[src/rtl/hb_pwm_pkg.sv]
package hb_pwm_pkg;
    typedef enum logic [0:0] {
        ST_IDLE = 1'b0,
        ST_RUN  = 1'b1
    } chan_state_e;
endpackage

[src/rtl/hb_pwm_shadow.sv]
module hb_pwm_shadow #(
    parameter int W = 11
) (
    input  logic         clk,
    input  logic         rst_n,
    input  logic         load,
    input  logic [W-1:0] match_in,
    input  logic         en_hi_in,
    input  logic         en_drv_in,
    output logic [W-1:0] match_q,
    output logic         en_hi_q,
    output logic         en_drv_q
);
    always_ff @(posedge clk) begin
        if (!rst_n) begin
            match_q  <= '0;
            en_hi_q  <= 1'b0;
            en_drv_q <= 1'b0;
        end else if (load) begin
            match_q  <= match_in;
            en_hi_q  <= en_hi_in;
            en_drv_q <= en_drv_in;
        end
    end


    shadow_hold_chk: assert property (@(posedge clk) disable iff (!rst_n)
        !load |=> ($stable(match_q) && $stable(en_hi_q) && $stable(en_drv_q)));
endmodule

[src/rtl/hb_pwm_chan.sv]
module hb_pwm_chan
    import hb_pwm_pkg::*;
#(
    parameter int W = 11
) (
    input  logic         clk,
    input  logic         rst_n,
    input  logic [W-1:0] cnt,
    input  logic         wrap,
    input  logic         upd_valid,
    input  logic         failsafe,
    input  logic         en_hi_in,
    input  logic         en_drv_in,
    input  logic [W-1:0] match_in,
    output logic         pwm_hi,
    output logic         drv_en
);
    chan_state_e  state_q, state_d;
    logic         load;
    logic [W-1:0] sh_match;
    logic         sh_en_hi, sh_en_drv;
    logic [W-1:0] eff_match;
    logic         eff_en_hi, eff_en_drv;

    assign load = wrap && upd_valid;

    hb_pwm_shadow #(.W(W)) u_shadow (
        .clk       (clk),
        .rst_n     (rst_n),
        .load      (load),
        .match_in  (match_in),
        .en_hi_in  (en_hi_in),
        .en_drv_in (en_drv_in),
        .match_q   (sh_match),
        .en_hi_q   (sh_en_hi),
        .en_drv_q  (sh_en_drv)
    );

    // A load is in effect from the count presented on the same clock
    always_comb begin
        eff_match  = load ? match_in  : sh_match;
        eff_en_hi  = load ? en_hi_in  : sh_en_hi;
        eff_en_drv = load ? en_drv_in : sh_en_drv;
    end

    always_comb begin
        state_d = state_q;
        unique case (state_q)
            ST_IDLE: if (load) state_d = ST_RUN;
            ST_RUN:  state_d = ST_RUN;
            default: state_d = ST_IDLE;
        endcase
    end

    always_ff @(posedge clk) begin
        if (!rst_n) state_q <= ST_IDLE;
        else        state_q <= state_d;
    end

    always_ff @(posedge clk) begin
        if (!rst_n) begin
            pwm_hi <= 1'b0;
            drv_en <= 1'b0;
        end else begin
            unique case (state_d)
                ST_IDLE: begin
                    pwm_hi <= 1'b0;
                    drv_en <= 1'b0;
                end
                ST_RUN: begin
                    pwm_hi <= !failsafe && eff_en_hi && (cnt < eff_match);
                    drv_en <= !failsafe && eff_en_drv;
                end
                default: begin
                    pwm_hi <= 1'b0;
                    drv_en <= 1'b0;
                end
            endcase
        end
    end


    failsafe_off_chk: assert property (@(posedge clk) disable iff (!rst_n)
        failsafe |=> (!pwm_hi && !drv_en));

    idle_quiet_chk: assert property (@(posedge clk) disable iff (!rst_n)
        (state_q == ST_IDLE && !load) |=> (!pwm_hi && !drv_en));

    duty_bound_chk: assert property (@(posedge clk) disable iff (!rst_n)
        pwm_hi |-> ($past(cnt) < sh_match));

    hi_enable_chk: assert property (@(posedge clk) disable iff (!rst_n)
        pwm_hi |-> sh_en_hi);
endmodule

[src/rtl/hb_pwm_bank.sv]
module hb_pwm_bank #(
    parameter int W   = 11,
    parameter int NCH = 3
) (
    input  logic             clk,
    input  logic             rst_n,
    input  logic [W-1:0]     cnt,
    input  logic             wrap,
    input  logic             upd_valid,
    input  logic             failsafe,
    input  logic [NCH-1:0]   en_hi,
    input  logic [NCH-1:0]   en_drv,
    input  logic [NCH*W-1:0] match,
    output logic [NCH-1:0]   pwm_hi,
    output logic [NCH-1:0]   drv_en
);
    for (genvar k = 0; k < NCH; k++) begin : g_chan
        hb_pwm_chan #(.W(W)) u_chan (
            .clk       (clk),
            .rst_n     (rst_n),
            .cnt       (cnt),
            .wrap      (wrap),
            .upd_valid (upd_valid),
            .failsafe  (failsafe),
            .en_hi_in  (en_hi[k]),
            .en_drv_in (en_drv[k]),
            .match_in  (match[k*W +: W]),
            .pwm_hi    (pwm_hi[k]),
            .drv_en    (drv_en[k])
        );
    end
endmodule

[config.mk]
export PLATFORM = sky130hd
export DESIGN_NAME = hb_pwm_bank
export DESIGN_NICKNAME = d
export VERILOG_FILES = /design/src/rtl/hb_pwm_pkg.sv /design/src/rtl/hb_pwm_shadow.sv /design/src/rtl/hb_pwm_chan.sv /design/src/rtl/hb_pwm_bank.sv
export SDC_FILE = /design/constraint.sdc
export NUM_CORES = 1
export LEC_CHECK = 0
export BUFFER_PORTS_ARGS = -buffer_cell sky130_fd_sc_hd__buf_2
export CORE_MARGIN = 2
export CORE_UTILIZATION = 54
export DETAILED_ROUTE_END_ITERATION = 10
export GPL_TIMING_DRIVEN = 1
export PLACE_DENSITY_LB_ADDON = 0.15
export SLEW_MARGIN = 25
export SYNTH_ARGS = -nofsm -noshare
export SYNTH_HDL_FRONTEND = slang
export SYNTH_HIERARCHICAL = 1
export SYNTH_SLANG_ARGS = --single-unit
export TNS_END_PERCENT = 100
[constraint.sdc]
create_clock -name clk -period 4.3 [get_ports clk]
set_clock_uncertainty 0.15 [all_clocks]
set_input_delay 0.86 -clock clk [delete_from_list [all_inputs] [get_ports clk]]
set_output_delay 0.86 -clock clk [all_outputs]
set_load 0.03 [all_outputs]
==> results.tsv <==
metric	value	unit
tightestPinTransition	0.6546	ns
grt_pass1_wl	9.784	mm
setup.worst_path.start_class	primary input	
numClockSinks	48	
cell_count_after_synthesis	273	
via_per_inst	5.348	
worst-endpoint-arrival	3.00	ns
timing.final.setup_violations	0	
die-width	77.07	µm
worst_hold_margin	0.3154	ns
topRoutingLayerUsed	met4	
number_of_enable_flip_flop_cells_after_synthesis	0	
grt_setup_unrepaired	no	
sequential_power_share	49.4	%
routed-wl-met2	2.563	mm
endpoint_kind	flip-flop	
netlist.top_cell.by_area	dfxtp_1	
gp_congestion	0.7800	
timing.critical_path.max_delay_family	simple AND/OR/NAND/NOR gates	
num_rows	26	
clock_tree_from_tritoncts	built	
largest_net_degree_at_the_start_of_global_routing	46	
chipHeight	77.07	µm
antenna-diode-count	0	
synth.lib_cells_used.distinct	25	
cts.hold.buffers_added	0	
whs_path_depth	2	
period_needed	2.917	ns
clock_insertion_delay_worst_skew	0.30	ns
r2r_end	g_chan[0].u_chan/pwm_hi	
postSynthRegisterBits	48	
hold_end	g_chan[2].u_chan/drv_en	
synth.net_count	358	
total_via_count_in_the_routed_design	2150	
timing.critical_path.slowest_stage_cell	or4_4	
pwr-share-clk	30.1	%
r2r_slack	2.43	ns
hold_path_startpoint	g_chan[2].u_chan/u_shadow/en_drv_q	
timing.final.crit_share	67.84	%
post_cts_resized	0	
cellInternalPower	690.9	µW
synthDominantCellAreaShare	33.33	%
finalHoldViolations	0	
critical_path.reg2reg.startpoint	g_chan[0].u_chan/u_shadow/match_q[8]	
antenna_left	0	
floorplan.initialDensity	56.09	%
m1_wire_length	2.882	mm
ys_async_sr_fraction	0	%
floorplan.io_pins	61	
syn-cell-area	0.002883	mm²
crit_path_max_incr_delay	0.51	ns
worstPathRequired	4.38	ns
share_of_post_route_cells_with_drive_strength_above_1	25.00	%
cts-root-to-sink-buffers	2	
yosys_most_used_dff	dfxtp_1	
r2r.worst_path.cells	6	
remaining_drc_errors	0	
final_max_slew_viol_count	0	
total_switching_power	268.9	µW
cts.repair_timing.setup_buffer_count	0	
netlist_top_cells_count	72 x mux2i_1, 48 x dfxtp_1, 42 x nor2b_1	
clock.fmax	342.8	MHz
switching_share	28.02	%
utilization_of_the_core_after_routing	63.63	%
post-synth-top-count-cell	mux2i_1	
path_clk_slew	0.09	ns
route.met3.wl	225	µm
timing.slew.headroom	56.36	%
hold_class	reg2reg	
grt_antenna_before_repair	0	
core-area	0.005140	mm²
routed_wire_length_per_instance	14.31	µm
drv_cap	0	
reported_leakage_power	0.001368	µW
finalSetupTns	0	ns
final_cell_area	0.003271	mm²
synth_top_cells_by_area	dfxtp_1 33%, mux2i_1 25%, ha_1 13%	
hpwl_dp	4.406	mm
finish.net_count	416	
crit_chain	buf_2, nand2_1, clkinv_2, buf_4, mux2i_1, ha_1, o21ai_0, nor2_1, or4_4, nor3_2	
initial_drc_count	103	
postRouteWirelength	5.751	mm
yosys_synthesis_warning_count	6	
root_buffer	clkbuf_8	
syn-mean-instance-area	10.56	µm²
global_route.overflow_total	0	
seq_area_frac_synth	33.33	%
critPathBufInv	3	
critical_path_class	in2reg	
track_usage	20.68	%
share_comb_of_total_power	20.5	%
dieArea	0.005939	mm²
critical_path.max_fanout	15	
numPortBuffers	60	
syn_to_final_growth	13.45	%
drt_pre_antenna_iters	4	
cell_area_power_density	293.4	mW/mm²
status	finished clean	
cts_htree_levels	2	
cts-buffers-inserted	5	
grt_pass1_vias	2115	
placed_area	0.003173	mm²
vdd_drop_max	0.1849	mV
## power groups by stage
stage / Sequential (µW) / Combinational, µW / Clock (µW)
2_1_floorplan: 484 / 140 / 0
6_report: 474 / 197 / 289
5_1_grt: 477 / 223 / 314
4_1_cts: 474 / 199 / 301
3_3_place_gp: 484 / 193 / 0
3_5_place_dp: 484 / 197 / 0
## per-stage QoR
stage / power, µW / worst slack (ns) / cells
finish: 959.8 / 1.383 / 402
global route: 1014 / 1.253 / 402
CTS: 974.1 / 1.431 / 402
detailed placement: 681.8 / 1.103 / 394
global placement: 676.2 / 1.183 / 394
floorplan: 623.7 / 1.463 / 273
## layout by cell type, fill, tap and decap left out, types with 6 or more instances in the layout
| master | Yosys | layout |
|---|---|---|
| dfxtp_1 | 48 | 48 |
| ha_1 | 30 | 30 |
| mux2i_1 | 72 | 72 |
| clkbuf_8 | 0 | 6 |
| nand4_1 | 6 | 6 |
| buf_2 | 3 | 60 |
| nand2_1 | 9 | 9 |
| a21oi_1 | 12 | 12 |
| nor2b_1 | 42 | 42 |
## worst max-delay path by stage
stage / from / to / slack (ns) / cells after the start
final: wrap / g_chan[0].u_chan/pwm_hi / 1.38 / 10
after global routing: upd_valid / g_chan[0].u_chan/pwm_hi / 1.25 / 10
after CTS: wrap / g_chan[0].u_chan/pwm_hi / 1.43 / 10
after detailed placement: wrap / g_chan[0].u_chan/pwm_hi / 1.10 / 10
after global placement: wrap / g_chan[0].u_chan/pwm_hi / 1.18 / 10
after floorplan: wrap / g_chan[0].u_chan/pwm_hi / 1.46 / 9
## worst register-to-register path, delay by kind of cell (launching register included)
family	cells	cell delay [ns]
mux	1	0.08
compound gates	1	0.22
flops	1	0.35
simple gates	3	0.70
fa+ha+maj	1	0.31
## layout make-up
| type | instances | area (µm²) |
|---|---|---|
| repair buffers | 63 | 322.8 |
| well taps | 70 | 87.58 |
| multi-input cells | 210 | 1787 |
| inverters | 3 | 15.01 |
| fillers | 471 | 1869 |
| clock buffers | 6 | 82.58 |
| clock inverters | 2 | 15.01 |
| flip-flops and latches | 48 | 960.9 |
## flip-flops by register name (all words and copies together) (netlist names)
register                         count
g_chan.u_chan/state_q                3
g_chan.u_chan/drv_en                 3
g_chan.u_chan/u_shadow/match_q      33
g_chan.u_chan/pwm_hi                 3
g_chan.u_chan/u_shadow/en_hi_q       3
g_chan.u_chan/u_shadow/en_drv_q      3
## routing by layer
metal	GRT usage (%)	up-vias
met3	3.882	8
met5	0	-
met1	27.81	989
met2	33.42	48
li1	-	1105
met4	6.964	0
## cell families after synthesis
kind of cell | synth area share (%)
compound gates | 7.682
buf+inv | 4.687
flops | 33.33
mux | 25.00
simple gates | 16.28
fa+ha+maj | 13.02
Power figures use the tool's default switching activity.
